`src/rtl/ccr_pkg.sv`:
```
package ccr_pkg;
   typedef enum logic [1:0] {
      ST_IDLE  = 2'd0,
      ST_FULL  = 2'd1,
      ST_TRIM  = 2'd2,
      ST_FAULT = 2'd3
   } ccr_state_e;
endpackage

```
`src/rtl/ccr_slot_timer.sv`:
```
module ccr_slot_timer #(
   parameter int SLOTS       = 100,
   parameter int SLOT_CYCLES = 12,
   localparam int CYC_W  = $clog2(SLOT_CYCLES + 1),
   localparam int IDX_W  = $clog2(SLOTS + 1)
) (
   input  logic             clk,
   input  logic             rst_n,
   input  logic             restart_i,
   output logic [IDX_W-1:0] slot_idx_o,
   output logic             slot_tick_o,
   output logic             period_end_o
);
   localparam logic [CYC_W-1:0] CYC_LAST = CYC_W'(SLOT_CYCLES - 1);
   localparam logic [IDX_W-1:0] IDX_LAST = IDX_W'(SLOTS - 1);

   logic [CYC_W-1:0] cyc_q;

   assign slot_tick_o  = (cyc_q == CYC_LAST);
   assign period_end_o = slot_tick_o && (slot_idx_o == IDX_LAST);

   always_ff @(posedge clk or negedge rst_n) begin
      if (!rst_n) begin
         cyc_q      <= '0;
         slot_idx_o <= '0;
      end else if (restart_i) begin
         cyc_q      <= '0;
         slot_idx_o <= '0;
      end else if (slot_tick_o) begin
         cyc_q      <= '0;
         slot_idx_o <= period_end_o ? '0 : slot_idx_o + 1'b1;
      end else begin
         cyc_q <= cyc_q + 1'b1;
      end
   end
endmodule

```
`src/rtl/ccr_duty_ctrl.sv`:
```
module ccr_duty_ctrl
   import ccr_pkg::*;
#(
   parameter int SLOTS        = 100,
   parameter int DUTY_INIT    = 50,
   parameter int DUTY_MIN     = 20,
   parameter int DUTY_MAX     = 80,
   parameter int NOFB_PERIODS = 4,
   localparam int DUTY_W = $clog2(SLOTS + 1),
   localparam int TO_W   = $clog2(NOFB_PERIODS + 1)
) (
   input  logic              clk,
   input  logic              rst_n,
   input  logic              step_i,
   input  logic              cmp_i,
   input  logic              slot_tick_i,
   input  logic              period_end_i,
   output logic              restart_o,
   output logic              drive_en_o,
   output logic [DUTY_W-1:0] duty_o
);
   localparam logic [DUTY_W-1:0] D_FULL = DUTY_W'(SLOTS);
   localparam logic [DUTY_W-1:0] D_INIT = DUTY_W'(DUTY_INIT);
   localparam logic [DUTY_W-1:0] D_MIN  = DUTY_W'(DUTY_MIN);
   localparam logic [DUTY_W-1:0] D_MAX  = DUTY_W'(DUTY_MAX);
   localparam logic [DUTY_W-1:0] HALF   = DUTY_W'(SLOTS / 2);
   localparam logic [TO_W-1:0]   TO_END = TO_W'(NOFB_PERIODS - 1);

   ccr_state_e        st_q;
   logic [DUTY_W-1:0] high_cnt_q;
   logic [DUTY_W-1:0] high_total;
   logic [TO_W-1:0]   to_cnt_q;

   assign high_total = high_cnt_q + DUTY_W'(cmp_i);
   assign restart_o  = step_i || (st_q == ST_FULL && cmp_i);
   assign drive_en_o = (st_q == ST_FULL) || (st_q == ST_TRIM);

   always_ff @(posedge clk or negedge rst_n) begin
      if (!rst_n) begin
         st_q       <= ST_IDLE;
         duty_o     <= '0;
         high_cnt_q <= '0;
         to_cnt_q   <= '0;
      end else if (step_i) begin
         st_q       <= ST_FULL;
         duty_o     <= D_FULL;
         high_cnt_q <= '0;
         to_cnt_q   <= '0;
      end else begin
         case (st_q)
            ST_FULL: begin
               if (cmp_i) begin
                  st_q       <= ST_TRIM;
                  duty_o     <= D_INIT;
                  high_cnt_q <= '0;
               end else if (period_end_i) begin
                  if (to_cnt_q == TO_END) begin
                     st_q   <= ST_FAULT;
                     duty_o <= '0;
                  end else begin
                     to_cnt_q <= to_cnt_q + 1'b1;
                  end
               end
            end
            ST_TRIM: begin
               if (period_end_i) begin
                  high_cnt_q <= '0;
                  if (high_total > HALF)
                     duty_o <= (duty_o > D_MIN) ? duty_o - 1'b1 : D_MIN;
                  else
                     duty_o <= (duty_o < D_MAX) ? duty_o + 1'b1 : D_MAX;
               end else if (slot_tick_i) begin
                  high_cnt_q <= high_total;
               end
            end
            default: ;
         endcase
      end
   end
endmodule

```
`src/rtl/ccr_deadband.sv`:
```
module ccr_deadband #(
   parameter int DEAD_CYCLES = 24,
   localparam int DC_W = $clog2(DEAD_CYCLES + 1)
) (
   input  logic clk,
   input  logic rst_n,
   input  logic en_i,
   input  logic demand_i,
   output logic hi_o,
   output logic lo_o
);
   localparam logic [DC_W-1:0] DC_LOAD = DC_W'(DEAD_CYCLES);

   logic            side_q;
   logic [DC_W-1:0] dc_q;

   always_ff @(posedge clk or negedge rst_n) begin
      if (!rst_n) begin
         side_q <= 1'b0;
         dc_q   <= DC_LOAD;
      end else if (!en_i || (demand_i != side_q)) begin
         side_q <= demand_i;
         dc_q   <= DC_LOAD;
      end else if (dc_q != '0) begin
         dc_q <= dc_q - 1'b1;
      end
   end

   assign hi_o = en_i &&  side_q && (dc_q == '0);
   assign lo_o = en_i && !side_q && (dc_q == '0);
endmodule

```
`src/rtl/ccr_regulator.sv`:
```
module ccr_regulator #(
   parameter int SLOTS        = 100,
   parameter int SLOT_CYCLES  = 12,
   parameter int DEAD_CYCLES  = 24,
   parameter int DUTY_INIT    = 50,
   parameter int DUTY_MIN     = 20,
   parameter int DUTY_MAX     = 80,
   parameter int NOFB_PERIODS = 4,
   parameter int SYNC_STAGES  = 2,
   localparam int DUTY_W = $clog2(SLOTS + 1)
) (
   input  logic              clk,
   input  logic              rst_n,
   input  logic              step_i,
   input  logic              cmp_above_i,
   output logic [DUTY_W-1:0] duty_o,
   output logic              gate_hi_o,
   output logic              gate_lo_o
);
   if (SLOTS < 4)
      $error("SLOTS must be at least 4");
   if (SLOT_CYCLES < 1 || DEAD_CYCLES < 1 || NOFB_PERIODS < 1)
      $error("SLOT_CYCLES, DEAD_CYCLES and NOFB_PERIODS must be positive");
   if (!(DUTY_MIN >= 1 && DUTY_MIN <= DUTY_INIT && DUTY_INIT <= DUTY_MAX && DUTY_MAX < SLOTS))
      $error("duty window must satisfy 1 <= MIN <= INIT <= MAX < SLOTS");
   if (SYNC_STAGES < 0)
      $error("SYNC_STAGES must not be negative");

   logic              cmp_s;
   logic              restart;
   logic              drive_en;
   logic              slot_tick;
   logic              period_end;
   logic [DUTY_W-1:0] slot_idx;
   logic              demand;

   if (SYNC_STAGES == 0) begin : g_nosync
      assign cmp_s = cmp_above_i;
   end else begin : g_sync
      logic [SYNC_STAGES-1:0] sync_q;
      always_ff @(posedge clk or negedge rst_n) begin
         if (!rst_n) sync_q <= '0;
         else        sync_q <= {sync_q, cmp_above_i};
      end
      assign cmp_s = sync_q[SYNC_STAGES-1];
   end

   ccr_slot_timer #(.SLOTS(SLOTS), .SLOT_CYCLES(SLOT_CYCLES)) u_timer (
      .clk(clk), .rst_n(rst_n), .restart_i(restart),
      .slot_idx_o(slot_idx), .slot_tick_o(slot_tick), .period_end_o(period_end)
   );

   ccr_duty_ctrl #(
      .SLOTS(SLOTS), .DUTY_INIT(DUTY_INIT), .DUTY_MIN(DUTY_MIN),
      .DUTY_MAX(DUTY_MAX), .NOFB_PERIODS(NOFB_PERIODS)
   ) u_ctrl (
      .clk(clk), .rst_n(rst_n), .step_i(step_i), .cmp_i(cmp_s),
      .slot_tick_i(slot_tick), .period_end_i(period_end),
      .restart_o(restart), .drive_en_o(drive_en), .duty_o(duty_o)
   );

   assign demand = drive_en && (slot_idx < duty_o);

   ccr_deadband #(.DEAD_CYCLES(DEAD_CYCLES)) u_dead (
      .clk(clk), .rst_n(rst_n), .en_i(drive_en), .demand_i(demand),
      .hi_o(gate_hi_o), .lo_o(gate_lo_o)
   );
endmodule

```
`config.mk`:
```
export PLATFORM = sky130hd
export DESIGN_NAME = ccr_regulator
export DESIGN_NICKNAME = d
export VERILOG_FILES = /design/src/rtl/ccr_pkg.sv /design/src/rtl/ccr_slot_timer.sv /design/src/rtl/ccr_duty_ctrl.sv /design/src/rtl/ccr_deadband.sv /design/src/rtl/ccr_regulator.sv
export SDC_FILE = /design/constraint.sdc
export NUM_CORES = 1
export LEC_CHECK = 0
export BUFFER_PORTS_ARGS = -buffer_cell sky130_fd_sc_hd__buf_4
export CAP_MARGIN = 40
export CELL_PAD_IN_SITES_DETAIL_PLACEMENT = 0
export CELL_PAD_IN_SITES_GLOBAL_PLACEMENT = 2
export CORE_MARGIN = 2
export CORE_UTILIZATION = 42
export DETAILED_ROUTE_END_ITERATION = 6
export PLACE_DENSITY_LB_ADDON = 0.25
export SYNTH_ARGS = -nofsm -noshare
export SYNTH_HDL_FRONTEND = slang
export SYNTH_SLANG_ARGS = --single-unit
export TNS_END_PERCENT = 10
```
`constraint.sdc`:
```
create_clock -name clk -period 4.3 [get_ports clk]
set_input_delay 0.215 -clock clk [delete_from_list [all_inputs] [get_ports clk]]
set_output_delay 0.215 -clock clk [all_outputs]
set_load 0.02 [all_outputs]
```
==> results.json <==
{
  "die_area_mm2": 0.00665,
  "setup_ws_ns": 1.32,
  "syn_inst": 271,
  "final.setup.tns_ns": 0,
  "start_util_pct": 43.2,
  "seq_area_um2": 953,
  "die_w_um": 81.6,
  "leakagePower_nw": 1.27,
  "synth_top_flop_cell": "dfrtp_1",
  "pwr-share-clk_pct": 27.9,
  "slew_headroom_pct": 44.3,
  "root_buffer": "clkbuf_8",
  "cts.sinks": 38,
  "grt_start_max_net_pins": 39,
  "pre_cts_slack_ns": 1.34,
  "status": "finished clean",
  "synthesis.area_mm2": 0.00253,
  "yosysTopAreaCell": "dfrtp_1",
  "p_int_uw": 607,
  "cts_setup_buffers": 0,
  "syn2layout_area_growth_pct": 8.91,
  "drv_cap": 0,
  "clk_pin_slew_worst_paths_ns": 0.08,
  "overflow": 0,
  "power.share.sequential_pct": 48.1,
  "whs_ns": 0.0255,
  "power.switching_uw": 296,
  "swShare_pct": 32.7,
  "required_ns": 4.49,
  "fin_crit_sh_pct": 69.2,
  "fin_nets": 303,
  "synth_enable_flop_cells": 0,
  "clk_latency_ns": 0.30,
  "startpoint_type": "flop",
  "core_area_mm2": 0.00585,
  "synth-seq-cells": 38,
  "seq_area_frac_synth_pct": 37.7,
  "powerDensity_mw_per_mm2": 328,
  "yosys_warnings": 0,
  "totalWireLength_mm": 5.27,
  "drc_errors": 0,
  "grt_pass1_vias": 1806,
  "finalHoldViolations": 0,
  "firstDrtPassIters": 4,
  "multiInputGateArea_mm2": 0.00146,
  "antenna_found_initial": 0,
  "hold_path.class": "in2reg",
  "h-tree-depth": 2,
  "routed_via_density": 5.53,
  "portBuffers": 12,
  "setup-violations-final": 0,
  "fin_skew_ns": 0.0118,
  "comb_power_share_pct": 24.1,
  "tightest_slew_ns": 0.831,
  "antenna_cells": 0,
  "grt.total_usage_pct": 17.8,
  "place.gp.congestion": 0.755,
  "grt_first_pass_wirelength_mm": 9.06,
  "min_period_ns": 2.98,
  "io_pins": 13,
  "timing.fmax_ghz": 0.336,
  "async_flop_share_pct": 100,
  "fin_area_mm2": 0.00275,
  "synthesis.nets": 294,
  "wl_per_cell_um": 14.8,
  "synth.avg_cell_area_um2": 9.33,
  "route.vias.total": 1967,
  "critical_path_class": "reg2reg",
  "synthTopCellsByArea": "dfrtp_1 36%, ha_1 9.4%, nor2_1 4.8%, a21oi_1 3.0%, nand2_1 3.0%",
  "place_area_mm2": 0.00266,
  "ant_nets": 0,
  "rsz0062_at_grt": "false",
  "synth.distinct_cells": 57,
  "crit_arrival_ns": 3.17,
  "end_kind": "flop",
  "final_core_util_pct": 47.0,
  "synth_top_area_share_pct": 35.6,
  "cts_tree": "yes",
  "numCtsBuffers": 5,
  "die_h_um": 81.6,
  "drive_above_1_share_pct": 12.1,
  "row_count": 28,
  "slew_viol_final": 0,
  "fill_cells": 569,
  "cp_max_fo": 12,
  "drt_iter0_drc": 126,
  "cts_buffer_depth": 2,
  "ir_drop_uv": 241,
  "hpwl_mm": 3.80
}
[cells by family (layout without fill, tap and decap cells)]
logic type	count (synthesis)	count (layout)	synth area share, %
multiplexers	4	4	2.08
adder cells (fa/ha/maj)	19	19	9.41
AND/OR/NAND/NOR	104	104	22.3
flip-flops	38	38	37.7
buffers and inverters	27	37	4.50
AO/OA/AOI/OAI	65	65	19.2
XOR/XNOR	14	14	4.85
[sequential cells by signal, indices dropped and copies added, names as in the netlist]
name and cells:
u_timer.cyc_q 4, u_dead.dc_q 5, u_ctrl.to_cnt_q 3, u_timer.slot_idx_o 7
u_ctrl.st_q 2, u_ctrl.high_cnt_q 7, u_dead.side_q 1, u_ctrl.duty_o 7
g_sync.sync_q 2
[final timing paths]
| kind | start | end | slack, ns | depth (start not counted) |
|---|---|---|---|---|
| max reg2reg | g_sync.sync_q[1] | u_ctrl.duty_o[1] | 1.32 | 9 |
| max in group asynchronous | rst_n | u_dead.dc_q[3] | 3.50 | 2 |
| min in group asynchronous | rst_n | u_dead.dc_q[2] | 0.43 | 2 |
| min reg2reg | g_sync.sync_q[0] | g_sync.sync_q[1] | 0.37 | 0 |
| max | g_sync.sync_q[1] | u_ctrl.duty_o[1] | 1.32 | 9 |
| min | cmp_above_i | g_sync.sync_q[0] | 0.03 | 1 |
[power by group through the flow]
stage | combinational [mW] | clock, mW | sequential (mW)
after global routing | 0.250 | 0.276 | 0.441
after global placement | 0.219 | 0 | 0.442
after floorplan | 0.172 | 0 | 0.432
after CTS | 0.221 | 0.256 | 0.434
after detailed placement | 0.220 | 0 | 0.441
final | 0.217 | 0.252 | 0.434
[layout by cell type (no fill, tap or decap), types with 2 or more instances in the layout]
| master | count |
|---|---|
| nor2_1 | 32 |
| xnor2_1 | 6 |
| inv_1 | 15 |
| nor3_1 | 13 |
| nand2_1 | 20 |
| a21oi_1 | 15 |
| or3_1 | 5 |
| nor3b_1 | 2 |
| a21o_1 | 4 |
| nor2b_1 | 2 |
| clkbuf_8 | 5 |
| a31oi_1 | 3 |
| o31ai_1 | 3 |
| buf_4 | 12 |
| a2111oi_4 | 2 |
| a22o_1 | 2 |
| dfrtp_1 | 36 |
| a211o_1 | 6 |
| nand2b_1 | 5 |
| o211ai_1 | 2 |
| dfstp_2 | 2 |
| nand3b_1 | 2 |
| nand4_1 | 4 |
| mux2i_1 | 3 |
| clkbuf_1 | 2 |
| a211oi_1 | 3 |
| o21ai_0 | 13 |
| xor2_1 | 8 |
| ha_1 | 19 |
| nand3_1 | 6 |
[worst max-delay path, cell delays in order (launching register included)]
cell	delay, ns
dfrtp_1	0.57
ha_1	0.27
ha_1	0.27
nor3_1	0.08
a21oi_1	0.21
a2111oi_4	0.09
o31ai_2	0.74
nand2_1	0.21
o221a_2	0.32
o32ai_1	0.12
[stage by stage]
step | std cells | total power, mW
5_1_grt | 356 | 0.968
2_1_floorplan | 271 | 0.604
6_report | 356 | 0.903
4_1_cts | 356 | 0.912
3_5_place_dp | 347 | 0.662
3_3_place_gp | 346 | 0.660
[synth_stat cells, types with 2 or more instances]
cell and number:
mux2i_1 3, o21ai_0 13, clkbuf_1 9, a21o_1 4, nor3b_1 2, xor2_1 8
a211o_1 6, nand3b_1 2, a31oi_1 3, ha_1 19, a22o_1 2, o211ai_1 2
nor2_1 32, xnor2_1 6, a211oi_1 3, dfstp_2 2, nor3_1 13, a2111oi_4 2
nand2b_1 5, nand3_1 6, nand4_1 4, or3_1 5, nor2b_1 2, a21oi_1 15
inv_1 15, dfrtp_1 36, o31ai_1 3, nand2_1 20
[area by class of cell]
cell class | instances | share of cell area, %
Clock inverter | 1 | 0.273
Timing Repair Buffer | 14 | 3.82
Clock buffer | 7 | 2.77
Inverter | 15 | 2.05
Sequential cell | 38 | 34.6
Tap cell | 75 | 3.41
Multi-Input combinational cell | 206 | 53.0
[what timing repair did]
item,in CTS,in global routing
endpoints found under the hold margin,36,0
resized for setup,0,0
setup endpoints to repair,0,0
hold buffers,1,0
[per-layer routing]
metal | track usage, % | vias up | wire length, um
met1 | 24.0 | 945 | 2590
met5 | 0 | - | 0
met4 | 5.83 | 0 | 83
li1 | - | 987 | -
met2 | 28.4 | 27 | 2450
met3 | 3.63 | 8 | 154
Power figures use the tool's default switching activity.
